[src/rtl/eecfg_pkg.sv]
package eecfg_pkg;

    typedef enum logic [2:0] {
        ST_IDLE,
        ST_SEL_SETUP,
        ST_BIT_LOW,
        ST_BIT_HIGH,
        ST_SEL_HOLD,
        ST_SEL_GAP
    } ld_state_t;

    localparam int WORDS_PER_IMAGE = 4;
    localparam int STORED_WORDS    = 3;
    localparam int CMD_BITS        = 9;
    localparam int DATA_BITS       = 16;
    localparam int FRAME_BITS      = CMD_BITS + DATA_BITS;
    localparam int BIT_IDX_W       = $clog2(FRAME_BITS);
    localparam int WORD_IDX_W      = $clog2(WORDS_PER_IMAGE);
    localparam int ADDR_W          = 6;

    // start bit followed by the two-bit read opcode
    localparam logic [2:0] READ_PREFIX = 3'b110;

    typedef struct packed {
        logic [15:0] vid;
        logic [15:0] pid;
        logic [7:0]  nports;
        logic [7:0]  rmask;
    } hub_cfg_t;

endpackage

[src/rtl/eecfg_phase_timer.sv]
module eecfg_phase_timer #(
    parameter int W = 8
) (
    input  logic         clk,
    input  logic         rst_n,
    input  logic         load,
    input  logic [W-1:0] load_val,
    output logic         expired
);

    logic [W-1:0] cnt_q;

    always_ff @(posedge clk or negedge rst_n) begin
        if (!rst_n) begin
            cnt_q <= '0;
        end else if (load) begin
            cnt_q <= load_val;
        end else if (cnt_q != '0) begin
            cnt_q <= cnt_q - 1'b1;
        end
    end

    assign expired = (cnt_q == '0);

    // a running phase counts down one step per cycle
    a_r4_timer_steps: assert property (@(posedge clk) disable iff (!rst_n)
        (!load && cnt_q != '0) |=> (cnt_q == $past(cnt_q) - 1'b1));

endmodule

[src/rtl/eecfg_cmd_source.sv]
module eecfg_cmd_source
    import eecfg_pkg::*;
(
    input  logic [BIT_IDX_W-1:0] bit_idx,
    input  logic [ADDR_W-1:0]    addr,
    output logic                 in_cmd,
    output logic                 cmd_bit
);

    logic [CMD_BITS-1:0] frame;
    logic [3:0]          pick;

    assign frame  = {READ_PREFIX, addr};
    assign in_cmd = (bit_idx < BIT_IDX_W'(CMD_BITS));
    assign pick   = 4'(CMD_BITS - 1) - bit_idx[3:0];

    always_comb begin
        cmd_bit = 1'b0;
        if (in_cmd) begin
            cmd_bit = frame[pick];
        end
    end

endmodule

[src/rtl/eecfg_image_collector.sv]
module eecfg_image_collector
    import eecfg_pkg::*;
(
    input  logic                  clk,
    input  logic                  rst_n,
    input  logic                  clear,
    input  logic                  sample,
    input  logic                  sample_bit,
    input  logic                  word_end,
    input  logic [WORD_IDX_W-1:0] word_sel,
    output hub_cfg_t              image,
    output logic                  sum_zero,
    output logic                  all_ones
);

    logic [DATA_BITS-1:0] shift_q;
    logic [DATA_BITS-1:0] shift_nxt;
    logic [7:0]           sum_q;
    logic [DATA_BITS-1:0] word_q [STORED_WORDS];

    assign shift_nxt = {shift_q[DATA_BITS-2:0], sample_bit};

    always_ff @(posedge clk or negedge rst_n) begin
        if (!rst_n) begin
            shift_q  <= '0;
            sum_q    <= '0;
            all_ones <= 1'b1;
        end else if (clear) begin
            shift_q  <= '0;
            sum_q    <= '0;
            all_ones <= 1'b1;
        end else if (sample) begin
            shift_q  <= shift_nxt;
            all_ones <= all_ones & sample_bit;
            if (word_end) begin
                sum_q <= sum_q + shift_nxt[15:8] + shift_nxt[7:0];
            end
        end
    end

    for (genvar gi = 0; gi < STORED_WORDS; gi++) begin : g_word
        always_ff @(posedge clk or negedge rst_n) begin
            if (!rst_n) begin
                word_q[gi] <= '0;
            end else if (clear) begin
                word_q[gi] <= '0;
            end else if (sample && word_end && (word_sel == WORD_IDX_W'(gi))) begin
                word_q[gi] <= shift_nxt;
            end
        end
    end

    assign image.vid    = word_q[0];
    assign image.pid    = word_q[1];
    assign image.nports = word_q[2][7:0];
    assign image.rmask  = word_q[2][15:8];
    assign sum_zero     = (sum_q == 8'h00);

    // a single low bit marks the part as present until the next load
    a_r8_ones_sticky: assert property (@(posedge clk) disable iff (!rst_n)
        (!clear && !all_ones) |=> !all_ones);

    // shift register only moves on a sample
    a_r3_shift_idle: assert property (@(posedge clk) disable iff (!rst_n)
        (!clear && !sample) |=> $stable(shift_q));

endmodule

[src/rtl/eecfg_loader.sv]
module eecfg_loader
    import eecfg_pkg::*;
#(
    parameter int          LOW_CYC    = 36,
    parameter int          HIGH_CYC   = 36,
    parameter int          CSS_CYC    = 36,
    parameter int          GAP_CYC    = 12,
    parameter logic [5:0]  BASE_ADDR  = 6'h00,
    parameter logic [15:0] DEF_VID    = 16'hC0DE,
    parameter logic [15:0] DEF_PID    = 16'h0610,
    parameter logic [7:0]  DEF_NPORTS = 8'd4,
    parameter logic [7:0]  DEF_RMASK  = 8'h00
) (
    input  logic        clk,
    input  logic        rst_n,
    input  logic        start,
    input  logic        ee_do,
    output logic        ee_cs,
    output logic        ee_sk,
    output logic        ee_di,
    output logic [15:0] cfg_vid,
    output logic [15:0] cfg_pid,
    output logic [7:0]  cfg_nports,
    output logic [7:0]  cfg_rmask,
    output logic        done,
    output logic        valid,
    output logic        amber_en
);

    localparam int MAX_AB  = (LOW_CYC > HIGH_CYC) ? LOW_CYC : HIGH_CYC;
    localparam int MAX_CG  = (CSS_CYC > GAP_CYC) ? CSS_CYC : GAP_CYC;
    localparam int TMR_MAX = (MAX_AB > MAX_CG) ? MAX_AB : MAX_CG;
    localparam int TW      = $clog2(TMR_MAX + 1);
    localparam logic [TW-1:0] LOW_LD  = TW'(LOW_CYC - 1);
    localparam logic [TW-1:0] HIGH_LD = TW'(HIGH_CYC - 1);
    localparam logic [TW-1:0] CSS_LD  = TW'(CSS_CYC - 1);
    localparam logic [TW-1:0] GAP_LD  = TW'(GAP_CYC - 1);
    localparam logic [BIT_IDX_W-1:0]  LAST_BIT  = BIT_IDX_W'(FRAME_BITS - 1);
    localparam logic [WORD_IDX_W-1:0] LAST_WORD = WORD_IDX_W'(WORDS_PER_IMAGE - 1);

    ld_state_t state_q, state_nxt;

    logic [BIT_IDX_W-1:0]  bit_idx_q;
    logic [WORD_IDX_W-1:0] word_idx_q;
    logic                  done_q, valid_q, absent_q;

    logic          tmr_load;
    logic [TW-1:0] tmr_val;
    logic          tmr_exp;
    logic          begin_load, bit_step, word_step, finish;
    logic          sample_en, word_end;
    logic          in_cmd, cmd_bit;
    logic [ADDR_W-1:0] rd_addr;
    hub_cfg_t      image;
    logic          sum_zero, all_ones;

    eecfg_phase_timer #(.W(TW)) u_timer (
        .clk      (clk),
        .rst_n    (rst_n),
        .load     (tmr_load),
        .load_val (tmr_val),
        .expired  (tmr_exp)
    );

    assign rd_addr = BASE_ADDR + ADDR_W'(word_idx_q);

    eecfg_cmd_source u_cmd (
        .bit_idx (bit_idx_q),
        .addr    (rd_addr),
        .in_cmd  (in_cmd),
        .cmd_bit (cmd_bit)
    );

    assign sample_en = (state_q == ST_BIT_HIGH) && tmr_exp && !in_cmd;
    assign word_end  = (bit_idx_q == LAST_BIT);

    eecfg_image_collector u_collect (
        .clk        (clk),
        .rst_n      (rst_n),
        .clear      (begin_load),
        .sample     (sample_en),
        .sample_bit (ee_do),
        .word_end   (word_end),
        .word_sel   (word_idx_q),
        .image      (image),
        .sum_zero   (sum_zero),
        .all_ones   (all_ones)
    );

    // next-state and phase timing
    always_comb begin
        state_nxt  = state_q;
        tmr_load   = 1'b0;
        tmr_val    = '0;
        begin_load = 1'b0;
        bit_step   = 1'b0;
        word_step  = 1'b0;
        finish     = 1'b0;
        unique case (state_q)
            ST_IDLE: begin
                if (start) begin
                    state_nxt  = ST_SEL_SETUP;
                    tmr_load   = 1'b1;
                    tmr_val    = CSS_LD;
                    begin_load = 1'b1;
                end
            end
            ST_SEL_SETUP: begin
                if (tmr_exp) begin
                    state_nxt = ST_BIT_LOW;
                    tmr_load  = 1'b1;
                    tmr_val   = LOW_LD;
                end
            end
            ST_BIT_LOW: begin
                if (tmr_exp) begin
                    state_nxt = ST_BIT_HIGH;
                    tmr_load  = 1'b1;
                    tmr_val   = HIGH_LD;
                end
            end
            ST_BIT_HIGH: begin
                if (tmr_exp) begin
                    bit_step = 1'b1;
                    tmr_load = 1'b1;
                    if (bit_idx_q == LAST_BIT) begin
                        state_nxt = ST_SEL_HOLD;
                        tmr_val   = CSS_LD;
                    end else begin
                        state_nxt = ST_BIT_LOW;
                        tmr_val   = LOW_LD;
                    end
                end
            end
            ST_SEL_HOLD: begin
                if (tmr_exp) begin
                    state_nxt = ST_SEL_GAP;
                    tmr_load  = 1'b1;
                    tmr_val   = GAP_LD;
                end
            end
            ST_SEL_GAP: begin
                if (tmr_exp) begin
                    if (word_idx_q == LAST_WORD) begin
                        state_nxt = ST_IDLE;
                        finish    = 1'b1;
                    end else begin
                        state_nxt = ST_SEL_SETUP;
                        tmr_load  = 1'b1;
                        tmr_val   = CSS_LD;
                        word_step = 1'b1;
                    end
                end
            end
            default: state_nxt = ST_IDLE;
        endcase
    end

    // state register and load bookkeeping
    always_ff @(posedge clk or negedge rst_n) begin
        if (!rst_n) begin
            state_q    <= ST_IDLE;
            bit_idx_q  <= '0;
            word_idx_q <= '0;
            done_q     <= 1'b0;
            valid_q    <= 1'b0;
            absent_q   <= 1'b0;
        end else begin
            state_q <= state_nxt;
            if (begin_load) begin
                bit_idx_q  <= '0;
                word_idx_q <= '0;
                done_q     <= 1'b0;
                valid_q    <= 1'b0;
                absent_q   <= 1'b0;
            end
            if (bit_step) begin
                bit_idx_q <= (bit_idx_q == LAST_BIT) ? '0 : bit_idx_q + 1'b1;
            end
            if (word_step) begin
                word_idx_q <= word_idx_q + 1'b1;
            end
            if (finish) begin
                done_q   <= 1'b1;
                valid_q  <= !all_ones && sum_zero;
                absent_q <= all_ones;
            end
        end
    end

    // outputs
    always_comb begin
        ee_cs = 1'b0;
        ee_sk = 1'b0;
        ee_di = 1'b0;
        unique case (state_q)
            ST_IDLE:      ;
            ST_SEL_SETUP: ee_cs = 1'b1;
            ST_BIT_LOW: begin
                ee_cs = 1'b1;
                ee_di = cmd_bit;
            end
            ST_BIT_HIGH: begin
                ee_cs = 1'b1;
                ee_sk = 1'b1;
                ee_di = cmd_bit;
            end
            ST_SEL_HOLD:  ee_cs = 1'b1;
            ST_SEL_GAP:   ;
            default:      ;
        endcase
        done       = done_q;
        valid      = valid_q;
        amber_en   = done_q && absent_q;
        cfg_vid    = valid_q ? image.vid    : DEF_VID;
        cfg_pid    = valid_q ? image.pid    : DEF_PID;
        cfg_nports = valid_q ? image.nports : DEF_NPORTS;
        cfg_rmask  = valid_q ? image.rmask  : DEF_RMASK;
    end

    // ---------------- interface timing checks ----------------
    logic [15:0] hi_run, lo_run, cs_run, post_sk;

    always_ff @(posedge clk or negedge rst_n) begin
        if (!rst_n) begin
            hi_run  <= '0;
            lo_run  <= '0;
            cs_run  <= '0;
            post_sk <= '0;
        end else begin
            hi_run  <= ee_sk ? ((hi_run == 16'hFFFF) ? hi_run : hi_run + 1'b1) : '0;
            lo_run  <= ee_sk ? '0 : ((lo_run == 16'hFFFF) ? lo_run : lo_run + 1'b1);
            cs_run  <= ee_cs ? ((cs_run == 16'hFFFF) ? cs_run : cs_run + 1'b1) : '0;
            post_sk <= ee_sk ? '0 : ((post_sk == 16'hFFFF) ? post_sk : post_sk + 1'b1);
        end
    end

    a_r4_high_phase: assert property (@(posedge clk) disable iff (!rst_n)
        $fell(ee_sk) |-> (hi_run >= 16'(HIGH_CYC)));

    a_r4_low_phase: assert property (@(posedge clk) disable iff (!rst_n)
        $rose(ee_sk) |-> (lo_run >= 16'(LOW_CYC)));

    a_r4_di_steady: assert property (@(posedge clk) disable iff (!rst_n)
        ee_sk |-> $stable(ee_di));

    a_r5_cs_lead: assert property (@(posedge clk) disable iff (!rst_n)
        $rose(ee_sk) |-> (cs_run >= 16'(CSS_CYC)));

    a_r5_cs_trail: assert property (@(posedge clk) disable iff (!rst_n)
        $fell(ee_cs) |-> (post_sk >= 16'(CSS_CYC)));

    a_r5_no_stray_clock: assert property (@(posedge clk) disable iff (!rst_n)
        !ee_cs |-> !ee_sk);

    a_r9_amber_gate: assert property (@(posedge clk) disable iff (!rst_n)
        amber_en |-> (done && !valid));

    a_r11_valid_needs_done: assert property (@(posedge clk) disable iff (!rst_n)
        valid |-> done);

    a_r10_busy_start: assert property (@(posedge clk) disable iff (!rst_n)
        (ee_cs && start) |=> !done);

endmodule

[config.mk]
export PLATFORM = sky130hd
export DESIGN_NAME = eecfg_loader
export DESIGN_NICKNAME = d
export VERILOG_FILES = /design/src/rtl/eecfg_pkg.sv /design/src/rtl/eecfg_phase_timer.sv /design/src/rtl/eecfg_cmd_source.sv /design/src/rtl/eecfg_image_collector.sv /design/src/rtl/eecfg_loader.sv
export SDC_FILE = /design/constraint.sdc
export NUM_CORES = 1
export LEC_CHECK = 0
export BUFFER_PORTS_ARGS = -buffer_cell sky130_fd_sc_hd__buf_2
export CAP_MARGIN = 15
export CORE_MARGIN = 2
export CORE_UTILIZATION = 55
export DETAILED_ROUTE_END_ITERATION = 8
export PLACE_DENSITY = 0.84
export SYNTH_ARGS = -nofsm -noshare
export SYNTH_HDL_FRONTEND = slang
export SYNTH_SLANG_ARGS = --single-unit
export TNS_END_PERCENT = 1
[constraint.sdc]
create_clock -name clk -period 7.5 [get_ports clk]
set_clock_uncertainty 0.1 [all_clocks]
set_input_delay 0.75 -clock clk [delete_from_list [all_inputs] [get_ports clk]]
set_output_delay 0.75 -clock clk [all_outputs]
set_load 0.1 [all_outputs]
; ---- Word-level counts from Yosys, hierarchy flattened
; Index checks and enable logic that the tools add are counted.
[op_classes]
eq_ne = 15
mux = 60
reduce_logical = 29
add_sub_neg = 6
bitwise_logic = 1
magnitude_cmp = 2
[ops]
columns = cell, count
row1 = $mux W16, 8
row2 = $mux W8, 5
row3 = $mux W6, 6
row4 = $mux W15, 2
row5 = $pmux W6 S4, 1
row6 = $mux W1, 22
row7 = $mux W3, 7
row8 = $pmux W3 S6, 1
row9 = $reduce_bool A2 Y1, 9
row10 = $add A8 B8 Y8, 2
row11 = $mux W5, 3
row12 = $ne A2 B2 Y1 const B, 6
row13 = $logic_and A1 B1 Y1, 8
row14 = $logic_not A8 Y1, 1
row15 = $eq A3 B2 Y1 const B, 2
row16 = $eq A3 B3 Y1 const B, 2
row17 = $logic_not A6 Y1, 1
row18 = $reduce_and A6 Y1, 1
row19 = $reduce_bool A6 Y1, 1
row20 = $sub A6 B1 Y6 const B, 1
row21 = $add A5 B1 Y5 const B, 1
row22 = $eq A5 B5 Y1 const B, 1
row23 = $lt A4 B5 Y1 const B, 1
row24 = $lt A5 B4 Y1 const B, 1
row25 = 17 further kinds, 20
[totals]
inputBits = 4
wordCells = 126
out_inout_bits = 54
regBits = 91

; ---- Logic depth before layout (Yosys ltp)
; Gate-level depths: netlist (run 1).
[depth]
word_depth = 7
mapped_depth = 11
mapped_depth_nobuf = 11

; ---- Cells and area by module
; Synthesis (run 1) repeated with hierarchy kept, for this count alone.
[hier_totals]
cells_unflattened = 535
area_unflattened_um2 = 5006.1
[modules_own_cells]
columns = mod, instances, seq_area_each_um2, area_each_um2, cells_each
row1 = eecfg_image_collector, 1, 1803.0, 3337.0, 339
row2 = eecfg_loader, 1, 325.3, 1129.8, 139
row3 = eecfg_phase_timer, 1, 150.1, 400.4, 40
row4 = eecfg_cmd_source, 1, 0.0, 138.9, 17

; ---- Worst setup path before layout (run 1)
; Ideal clock, no wire load.
[synth_path]
path_type = reg2out
from = reg bit_idx_q[0]
to = out ee_di
arrival_ps = 6053
setup_slack_ps = 597
n_path_buf = 0
path_stages_with_launch = 8
required_time_ps = 6650
path_cell_list = dfrtp_1 > inv_1 > ha_1 > xnor2_1 > nor3_1 > a21oi_1 > o21a_1 > a2111oi_0
[synth_between]
elab_chain_cells = 5
elab_cells_between_ends = 6
cone_classes = 1 x add/sub / 1 x order compare / 4 x mux
[synth_rtl]
columns = element, line
row1 = from (decl), eecfg_loader.sv:43  ; logic [BIT_IDX_W-1:0] bit_idx_q;
row2 = from (signal assigned), eecfg_loader.sv:178  ; bit_idx_q <= (bit_idx_q == LAST_BIT) ? '0 : bit_idx_q + 1'b1;
row3 = $sub A4 B4 Y4, eecfg_cmd_source.sv:15  ; assign pick = 4'(CMD_BITS - 1) - bit_idx[3:0];
row4 = $bmux W1 S4, eecfg_cmd_source.sv:20  ; cmd_bit = frame[pick];
row5 = $mux W1 (not written as such), eecfg_cmd_source.sv:20
row6 = $mux W1 (*), eecfg_cmd_source.sv:19  ; if (in_cmd) begin
row7 = $mux W1 (*), eecfg_loader.sv:196  ; unique case (state_q)
row8 = to (decl), eecfg_loader.sv:20  ; output logic ee_di,
; Mark *: on every way between the ends. The rest lies on a longest branch, timed or not. The select of a mux whose other input is x is not followed.

; ---- Worst setup path in the final report (run 1)
; Ends and elaborated chain as after synthesis.

==> summary.txt, run 1 <==
Run status
  – Outcome: finished, final reports clean

Floorplanning
  – Full die area: ~9600 um2
  – Initial core utilization: 56.2%
  – Core area: 8680 um2
  – FP Rows: 34
  – Die width: 98.1 um
  – Die height: 98.1 um
  – Top Ports: 58

Clock network
  – CTS buffer count: 9
  – Htree depth: 3
  – Hold buffers post-CTS: 0
  – Post-CTS setup repair buffer count: 0
  – Worst skew pair latency: between 0.3 and 0.4 ns
  – Clk slew on worst S/H paths: 0.10 ns
  – Post-CTS sizing: 0
  – Clock sinks: 91
  – CTS tree: done
  – Clk buf depth: 2
  – Clk root buf: clkbuf_8

Critical path
  – R2R depth: 9
  – Slowest-stage cell, CP: dfrtp_1
  – FF-to-FF Start: u_collect.shift_q[0]$_DFFE_PN0P_
  – CP Class: flop to primary output
  – WP data required: 6.65 ns
  – CP max FO: 8
  – Crit path capture type: primary output
  – Slowest stage delay, CP: around 0.50 ns
  – CP cell instances: inv_1, ha_1, xnor2_1, nor3_1, a21oi_1, o21a_1, a2111oi_0, buf_2
  – Reg2reg end: u_collect.sum_q[7]$_DFFE_PN0P_
  – Reg2Reg Setup Slack: between 4 and 5 ns
  – Crit path DAT: 2.71 ns
  – Worst setup SP type: flop

Synthesis
  – Number of synthesized register bits: 91
  – Largest family of logic cells by synthesized area: simple AND/OR/NAND/NOR gates
  – Synth Area in Compound Gates: 13.8%
  – Async SR Flop Fraction: 100%
  – Post-synthesis mux area share: 3.90%
  – Avg Cell Area, Syn: 9.81 um2
  – Syn nets: ~530
  – Unique masters post-synth: 53
  – Post-synthesis adder-cell area fraction: 7.39%
  – Simple-Gate Fraction of Synth Area: a little over a fifth
  – Syn Std Cell Area: roughly 4900 um2
  – Synthesis Warnings: 0
  – Seq/Total Area, Yosys: a little under half
  – Top FF cell, synth: dfrtp_1
  – Post-synth EDFFs: 0
  – XOR/XNOR share of the synthesized area: roughly 1.8%
  – Gate Count Post-Synth: 497

Routing
  – DR DRC count: 0
  – First-pass DRT Iterations: 4
  – WL/cell: 15.1 um
  – Antenna-violating nets left: 0
  – Routed via count: between 3000 and 4000
  – Detailed-route wire length: 9.98 mm
  – DR iter-0 viols: 202
  – Number of vias per cell: 5.58

Finish
  – Antenna cells: 0
  – Layout fillers: slightly below 700
  – Fin nets: 574
  – Share of layout cells above drive strength 1: 20.1%
  – Seq. cell area: 2280 um2
  – Area grow syn2layout: 10.2%
  – Post-layout instance area: 5370 um2
  – Multi-input gate area: 2360 um2

Timing
  – Max Slew Vio Count: 0
  – TNS Setup: 0 ns
  – Fmax: approximately 280 MHz
  – RSZ-0062 raised after global routing: no
  – Worst-margin pin slew: 0.888 ns
  – Fin crit share: 47.5%
  – Fin. Hold Viols: 0
  – Final min period: ~3.6 ns
  – Worst rel slew slack: a little over 40%
  – Finish-stage setup viols: 0
  – Worst hold slack: 0.144 ns

Worst hold path
  – Min-delay worst type: input pin to async pin

Power and ir drop
  – Max VDD drop: ~0.0002 V
  – LEAKAGE: approximately 2.7 nW
  – Pwr/cell area: about 290 nW/um2

Placement
  – Routability cong.: 0.896
  – HPWL after detailed placement: 6.95 mm
  – IO Port Bufs: 57
  – Placed inst area: 5170 um2

Global routing
  – Largest net degree at the start of global routing: between 70 and 80
  – Initial antenna violation count: 0
  – Global route total overflow: 0
  – Gr usage total: between 20 and 25%
  – Global-route wire length before repair: 17.5 mm
  – Vias in the first global route: 3649

Run
  – Number of max-cap violations: 0
## how the worst max path moves through the flow
stage / start / endpoint / slack [ns] / cells after the start
after floorplan: bit_idx_q[0]$_DFFE_PN0P_ / ee_di / 0.60 / 7
after global placement: bit_idx_q[0]$_DFFE_PN0P_ / ee_di / 4.44 / 8
after detailed placement: bit_idx_q[0]$_DFFE_PN0P_ / ee_di / 4.35 / 8
after CTS: bit_idx_q[0]$_DFFE_PN0P_ / ee_di / 3.93 / 8
after global routing: bit_idx_q[0]$_DFFE_PN0P_ / ee_di / 3.71 / 8
final: bit_idx_q[0]$_DFFE_PN0P_ / ee_di / 3.94 / 8
## state kept, by name (all words and copies together) (netlist names)
name and count:
absent_q 1, word_idx_q 2, u_collect.shift_q 15, bit_idx_q 5, state_q 3, done 1, u_collect.image 48, valid 1
u_collect.sum_q 8, u_collect.all_ones 1, u_timer.cnt_q 6
## cells in the final DEF, fill, tap and decap left out, types with 3 or more instances in the layout
cell type	count
o21ai_0	26
o21ai_2	19
a21oi_1	9
buf_2	56
nand4_1	3
and2_1	38
nor3_1	9
ha_1	16
buf_4	8
inv_1	16
clkbuf_8	9
nor2b_1	4
dfrtp_1	90
fa_1	8
mux2i_1	19
xnor2_1	6
nand2_1	82
nor2_1	30
xor2_1	4
nand2b_1	16
a211oi_1	5
nand3_1	12
o21ai_1	26
a21oi_2	3
## critical path, delay by kind of cell, from the launching register on
family / cells / cell delay (ns)
DFF: 1 / 0.50
AOI/OAI and AO/OA: 3 / 0.58
buffers and inverters: 2 / 0.61
and+or+nand+nor: 1 / 0.20
xor gates and xnor gates: 1 / 0.17
adders and majority gates: 1 / 0.29
## Yosys cell counts, types with 5 or more instances
master	count	share of area [%]
o21ai_0	26	2.7
a211oi_1	5	0.77
nand2b_1	16	2.1
o21ai_1	26	2.7
o21ai_2	19	3.4
ha_1	16	4.1
mux2i_1	19	3.9
inv_1	16	1.2
and2_1	38	4.9
nand2_1	82	6.3
xnor2_1	6	1.1
dfrtp_1	90	46
fa_1	8	3.3
buf_6	9	2.1
clkbuf_1	9	0.69
a21oi_1	9	0.92
nand3_1	12	1.2
buf_2	5	0.51
nor3_1	9	0.92
nor2_1	30	2.3
## layout make-up
class                           count  area share (%)
Multi-Input combinational cell    364            43.9
Sequential cell                    91            42.4
Timing Repair Buffer               64            6.33
Tap cell                          108            2.52
Clock buffer                       10            2.38
Clock inverter                      6            1.33
Inverter                           16            1.12
## per-layer routing
layer,routed length (um),vias up,share of wire (%),GRT usage (%)
met5,0,-,0,0
met4,232,0,2.3,9.06
met3,518,23,5.2,3.58
met2,4760,109,48,34.6
met1,4460,1761,45,31.8
li1,-,1783,-,-
## cell families after synthesis
logic type,count (synthesis)
buffers and inverters,42
and+or+nand+nor,207
muxes,19
DFF,91
AOI/OAI and AO/OA,104
xor gates and xnor gates,10
adders and majority gates,24
## metrics by stage
step / util [%] / instances / worst slack (ns) / total power, W
4_1_cts: 61.9 / 659 / 3.93 / 0.00155
3_5_place_dp: 59.6 / 643 / 4.35 / 0.00121
3_3_place_gp: 59.6 / 643 / 4.44 / 0.00118
6_report: 61.9 / 659 / 3.94 / 0.00154
2_1_floorplan: - / 497 / 0.597 / 0.00112
5_1_grt: 61.9 / 659 / 3.71 / 0.00164
## where the power goes
part           switching (W)  internal [W]  total, W  leakage, nW
Sequential         0.0000931      0.000628  0.000721         1.23
Clock               0.000180      0.000157  0.000337       0.0935
Combinational       0.000325      0.000152  0.000477         1.34
Note: power is estimated with default switching activity, not from simulation.
==> run 2, diff against run 1 <==
Clock period 7.5 ns to 3.4 ns, I/O delays scaled along.
==> run 2 against run 1 <==
Compared with the run above: clock power rose by 110%; routed wire length rose by 1.1%; sequential cell count did not move; critical endpoint unchanged; largest power group unchanged.
==> summary.txt, run 2 (synthesis results as in run 1) <==
Finish
  – Most frequent cells in the layout: dfrtp_1 (90), nand2_1 (82), buf_2 (56), and2_1 (38), nor2_1 (30) (unchanged)
  – Share of layout cells above drive strength 1: 20.6% (was 20.1%)
  – Commonest non-fill, non-tap cell in the layout: dfrtp_1 (unchanged)
  – Non-filler cells, final: 661 (was 659)
  – Area grow syn2layout: 10.8% (was 10.2%)
  – Final core occ: 62.2% (was 61.9%)
  – Fin nets: 576 (was 574)
  – Antenna cells: 0 (unchanged)
  – Max reg flops: 48 (unchanged)

Routing
  – Detailed-route wire length: 10.1 mm (was 9.98 mm)
  – Number of vias per cell: 5.56 (was 5.58)
  – WL/cell: 15.3 um (was 15.1 um)
  – Routed via count: 3675 (was 3676)
  – Antenna-violating nets left: 0 (unchanged)
  – DR iter-0 viols: 136 (was 202)
  – DR DRC count: 0 (unchanged)
  – First-pass DRT Iterations: 5 (was 4)

Critical path
  – CP max FO: 8 (unchanged)
  – Crit path DAT: 2.77 ns (was 2.71 ns)
  – Worst setup SP type: flop (unchanged)
  – CP Class: flop to primary output (unchanged)
  – WP data required: 2.96 ns (was 6.65 ns)
  – Crit path capture type: primary output (unchanged)

Clock network
  – Clock sinks: 91 (unchanged)
  – Worst skew pair latency: 0.38 ns (was 0.36 ns)
  – Post-CTS setup repair buffer count: 0 (unchanged)
  – Htree depth: 3 (unchanged)
  – Clk root buf: clkbuf_8 (unchanged)
  – CTS buffer count: 9 (unchanged)
  – CTS tree: done (unchanged)
  – Clk slew on worst S/H paths: 0.10 ns (about the same)
  – Clk buf depth: 2 (unchanged)
  – Post-CTS sizing: 0 (unchanged)

Floorplanning
  – Full die area: 9630 um2 (unchanged)
  – Top Ports: 58 (unchanged)
  – Die width: 98.1 um (unchanged)
  – Die height: 98.1 um (unchanged)
  – Core area: 8680 um2 (unchanged)
  – Initial core utilization: 56.2% (unchanged)
  – FP Rows: 34 (unchanged)

Power and ir drop
  – LEAKAGE: 2.68 nW (was 2.67 nW)
  – Pwr/cell area: 628 nW/um2 (was 286 nW/um2)
  – Max VDD drop: 0.000399 V (was 0.000195 V)

Timing
  – Worst-margin pin slew: 0.655 ns (was 0.888 ns)
  – Worst rel slew slack: 56.1% (was 40.8%)
  – Worst setup margin: 0.190 ns (was 3.94 ns)
  – Finish-stage setup viols: 0 (unchanged)
  – Fin crit share: 94.4%
  – Fmax: 311 MHz
  – Max Slew Vio Count: 0 (unchanged)
  – Fin. Hold Viols: 0 (unchanged)
  – TNS Setup: 0 ns (unchanged)
  – Final min period: 3.21 ns
  – RSZ-0062 raised after global routing: no (unchanged)
  – Worst hold slack: 0.139 ns (was 0.144 ns)

Global routing
  – GR peak layer: met2 (unchanged)
  – Vias in the first global route: 3572 (was 3649)
  – Gr usage total: 22.1% (was 22.3%)
  – Met3 Use GR: 4.72% (was 3.58%)
  – Global-route wire length before repair: 17.3 mm (was 17.5 mm)
  – Largest net degree at the start of global routing: 45 (was 73)
  – Met2 GRT Util: 36.6% (was 34.6%)
  – Global route total overflow: 0 (unchanged)
  – Initial antenna violation count: 0 (unchanged)
  – M1 GR Usage: 29.4% (was 31.8%)

Placement
  – DP Worst Slack: 0.595 ns (was 4.35 ns)
  – Routability cong.: 0.912 (was 0.896)
  – HPWL after detailed placement: 7.27 mm (was 6.95 mm)
  – IO Port Bufs: 57 (unchanged)
  – Placed insts: 644 (was 643)

Worst hold path
  – Min-delay worst type: input pin to flop (was input pin to async pin)

Run
  – Number of max-cap violations: 0 (unchanged)

Run status
  – Outcome: finished, final reports clean (unchanged)
## run 2: cell types whose count changed in the layout (fill, tap and decap cells not counted)
| cell | change |
|---|---|
| a2111oi_0 | -1 |
| a2111oi_4 | +1 |
| buf_4 | +1 |
| bufinv_16 | -1 |
| clkbuf_1 | -1 |
| clkinv_4 | +1 |
| clkinvlp_4 | -1 |
| dlygate4sd3_1 | +1 |
| inv_6 | -1 |
| inv_8 | +3 |
## run 2: path summary, 6_finish.rpt
kind | from | endpoint | slack, ns | cells past startpoint
worst min register to register | u_collect.image[14]$_DFFE_PN0P_ | u_collect.image[14]$_DFFE_PN0P_ | 0.38 | 2
worst max register to register | u_collect.shift_q[0]$_DFFE_PN0P_ | u_collect.sum_q[7]$_DFFE_PN0P_ | 0.80 | 9
min in group asynchronous | rst_n | u_collect.image[36]$_DFFE_PN0P_ | 0.37 | 2
worst min-delay path | ee_do | u_collect.all_ones$_DFFE_PN1P_ | 0.14 | 3
worst max-delay path | bit_idx_q[0]$_DFFE_PN0P_ | ee_di | 0.19 | 8
max in group asynchronous | rst_n | u_collect.all_ones$_DFFE_PN1P_ | 2.02 | 3
## run 2: metrics by stage
step | total power (W) | cell area, um2
final | 0.00339 | 5400
after global routing | 0.00362 | 5400
after CTS | 0.00341 | 5400
after detailed placement | 0.00269 | 5200
after global placement | 0.00262 | 5200
after floorplan | 0.00249 | 4890
## run 2: layout make-up
type	instances	area, um2
clock inverter	7	67.6
fill	695	3280
clock buffer	9	124
tap	108	135
inverter	16	60.1
timing repair buffer	66	358
sequential	91	2280
multi-input combinational	364	2380
## run 2: what timing repair did
action / 4_1_cts / 5_1_grt
endpoints found under the hold margin: 37 / 0
setup endpoints to repair: 0 / 0
hold buffers: 1 / 0
## run 2: report_power, final
group / total, W / internal [W] / switching [W]
logic: 0.00107 / 0.000351 / 0.000721
clock network: 0.000724 / 0.000286 / 0.000438
registers: 0.00160 / 0.00139 / 0.000210
total: 0.00339 / 0.00202 / 0.00137
## run 2: worst max-delay path, cell delays in order, from the launching register on
cell and delay (ns):
dfrtp_1 0.51, inv_1 0.12, ha_1 0.29, xnor2_1 0.18
nor3_1 0.22, a21oi_1 0.08, nand2b_1 0.18, a2111oi_4 0.33
buf_2 0.47
## run 2: layer usage
metal / routed length, um / part of all wire, % / vias to the layer above
met5: 0 / 0 / -
met4: 149 / 1.5 / 0
met3: 504 / 5.0 / 16
met2: 4960 / 49 / 104
met1: 4470 / 44 / 1778
li1: - / - / 1777
==> run 3, diff against run 2 <==
Settings changed: CORE_ASPECT_RATIO from default to 1.25.
Clock period 3.4 ns to 4 ns, I/O delays scaled along.
==> run 3 against run 2 <==
Compared with the run above: first-iteration DRC count up 54%; global-route usage grew 0.44 points; total power shrank 12%; core utilization up 0.74 points; die area about the same; sequential cell count is the same; non-clock buffer count fell by 1; sequential share of layout area down 0.38 points; cell count is 1.7% higher; largest power group unchanged.
==> summary.txt, run 3 (synthesis results as in run 1) <==
Clock network
  – CTS tree: done (unchanged)
  – CTS buffer count: 9 (unchanged)
  – Worst skew pair latency: 0.37 ns (was 0.38 ns)
  – Htree depth: 3 (unchanged)
  – Clk slew on worst S/H paths: 0.09 ns (was 0.10 ns)
  – Clk buf depth: 2 (unchanged)
  – Post-CTS setup repair buffer count: 0 (unchanged)
  – Clk root buf: clkbuf_8 (unchanged)
  – Clock sinks: 91 (unchanged)

Placement
  – IO Port Bufs: 57 (unchanged)
  – DP Worst Slack: 1.19 ns (was 0.595 ns)
  – Placed insts: 654 (was 644)
  – HPWL after detailed placement: 7.07 mm (was 7.27 mm)
  – Routability cong.: 0.851 (was 0.912)

Timing
  – Worst setup margin: 0.813 ns (was 0.190 ns)
  – Worst-margin pin slew: 1.02 ns (was 0.655 ns)
  – Worst hold slack: 0.220 ns (was 0.139 ns)
  – Max Slew Vio Count: 0 (unchanged)
  – Fin crit share: 79.7%
  – Final min period: 3.19 ns
  – Finish-stage setup viols: 0 (unchanged)
  – RSZ-0062 raised after global routing: no (unchanged)
  – TNS Setup: 0 ns (unchanged)
  – Fmax: 314 MHz
  – Fin. Hold Viols: 0 (unchanged)
  – Worst rel slew slack: 31.8% (was 56.1%)

Global routing
  – Vias in the first global route: 3491 (was 3572)
  – Largest net degree at the start of global routing: 92 (was 45)
  – Global route total overflow: 0 (unchanged)
  – GR peak layer: met2 (unchanged)
  – Initial antenna violation count: 0 (unchanged)
  – M1 GR Usage: 29.0% (was 29.4%)
  – Met3 Use GR: 4.01% (was 4.72%)
  – Gr usage total: 22.5% (was 22.1%)
  – Met2 GRT Util: 38.4% (was 36.6%)
  – Global-route wire length before repair: 16.8 mm (was 17.3 mm)

Finish
  – Antenna cells: 0 (unchanged)
  – Area grow syn2layout: 11.8% (was 10.8%)
  – Share of layout cells above drive strength 1: 20.3% (was 20.6%)
  – Layout fillers: 693 (was 695)
  – Non-filler cells, final: 672 (was 661)
  – Most frequent cells in the layout: dfrtp_1 (90), nand2_1 (82), buf_2 (56), and2_1 (38), nor2_1 (30) (unchanged)
  – Seq. cell area: 2280 um2 (unchanged)
  – Multi-input gate area: 2370 um2 (was 2380 um2)
  – Fin nets: 575 (was 576)
  – Max reg flops: 48 (unchanged)
  – Commonest non-fill, non-tap cell in the layout: dfrtp_1 (unchanged)

Routing
  – DR DRC count: 0 (unchanged)
  – Antenna-violating nets left: 0 (unchanged)
  – WL/cell: 14.9 um (was 15.3 um)
  – Number of vias per cell: 5.44 (was 5.56)
  – DR iter-0 viols: 209 (was 136)
  – Routed via count: 3654 (was 3675)
  – First-pass DRT Iterations: 4 (was 5)
  – Detailed-route wire length: 9.99 mm (was 10.1 mm)

Power and ir drop
  – Max VDD drop: 0.000553 V (was 0.000399 V)
  – Net Sw Frac: 37.9% (was 40.4%)
  – Clk pwr share: 23.6% (was 21.4%)
  – Net Switching: 0.00113 W (was 0.00137 W)
  – LEAKAGE: 2.69 nW (was 2.68 nW)
  – Reg power frac: 45.9% (was 47.0%)
  – Pwr/cell area: 545 nW/um2 (was 628 nW/um2)
  – Combinational power share: 30.5% (was 31.6%)
  – Internal: 0.00184 W (was 0.00202 W)

Floorplanning
  – Die width: 88.2 um (was 98.1 um)
  – Top Ports: 58 (unchanged)
  – Die height: 109 um (was 98.1 um)
  – Core area: 8650 um2 (was 8680 um2)
  – FP Rows: 38 (was 34)
  – Full die area: 9640 um2 (was 9630 um2)
  – Initial core utilization: 56.3% (was 56.2%)

Critical path
  – Crit path capture type: primary output (unchanged)
  – CP Class: flop to primary output (unchanged)
  – Worst setup SP type: flop (unchanged)
  – WP data required: 3.50 ns (was 2.96 ns)
  – CP max FO: 8 (unchanged)
  – Crit path DAT: 2.69 ns (was 2.77 ns)

Run status
  – Outcome: finished, final reports clean (unchanged)

Worst hold path
  – Min-delay worst type: input pin to flop (unchanged)

Run
  – Number of max-cap violations: 0 (unchanged)
==> run 3: cell count changes in the layout (fill, tap and decap cells not counted), sizes merged <==
| cell | before | now |
|---|---|---|
| clkinvlp | 1 | 2 |
| clkinv | 2 | 0 |
| bufinv | 0 | 2 |
| buf | 65 | 64 |
| clkbuf | 9 | 11 |
| inv | 20 | 17 |
==> run 3: worst paths after layout <==
| kind | endpoint | from | cells past startpoint | slack, ns |
|---|---|---|---|---|
| max | ee_di | bit_idx_q[0]$_DFFE_PN0P_ | 8 | 0.81 |
| min | u_collect.all_ones$_DFFE_PN1P_ | ee_do | 3 | 0.22 |
| max reg2reg | u_collect.sum_q[7]$_DFFE_PN0P_ | u_collect.shift_q[1]$_DFFE_PN0P_ | 8 | 1.40 |
| min reg2reg | u_collect.image[11]$_DFFE_PN0P_ | u_collect.image[11]$_DFFE_PN0P_ | 2 | 0.37 |
| max in group asynchronous | u_collect.all_ones$_DFFE_PN1P_ | rst_n | 3 | 2.68 |
| min in group asynchronous | u_collect.image[19]$_DFFE_PN0P_ | rst_n | 2 | 0.43 |
==> run 3: cell type report <==
cell class	count	share of cell area, %
well taps	120	2.75
inverters	16	1.10
flip-flops and latches	91	41.8
clock buffers	11	2.59
repair buffers	65	6.80
clock inverters	5	1.54
multi-input cells	364	43.4
==> run 3: metal layers <==
layer / vias to the layer above / share of wire [%]
met4: 0 / 2.0
li1: 1770 / -
met1: 1784 / 43
met5: - / 0
met2: 83 / 51
met3: 17 / 3.8
==> run 3: stage by stage <==
stage / cell area (um2) / total power [W] / util (%)
CTS: 5410 / 0.00297 / 62.6
finish: 5450 / 0.00297 / 63.0
global route: 5450 / 0.00316 / 63.0
floorplan: 4880 / 0.00210 / -
detailed placement: 5190 / 0.00228 / 59.9
global placement: 5190 / 0.00222 / 59.9
==> run 3: worst max-delay path, stage by stage (launching register included) <==
cell and delay (ns):
dfrtp_1 0.50, inv_1 0.12, ha_1 0.28, xnor2_1 0.16, nor3_1 0.18, a21oi_1 0.07
o21a_1 0.20, a2111oi_2 0.32, buf_2 0.48
==> run 3: timing repair <==
item | 4_1_cts | 5_1_grt
resized for setup | 0 | 0
hold buffers | 0 | 1
endpoints found under the hold margin | 0 | 36
==> run 3: power by group through the flow <==
stage	sequential, W	combinational, W	clock (W)
after floorplan	0.00131	0.000796	0
after global placement	0.00136	0.000863	0
after detailed placement	0.00138	0.000902	0
after CTS	0.00136	0.000908	0.000707
after global routing	0.00140	0.00101	0.000746
final	0.00136	0.000906	0.000701
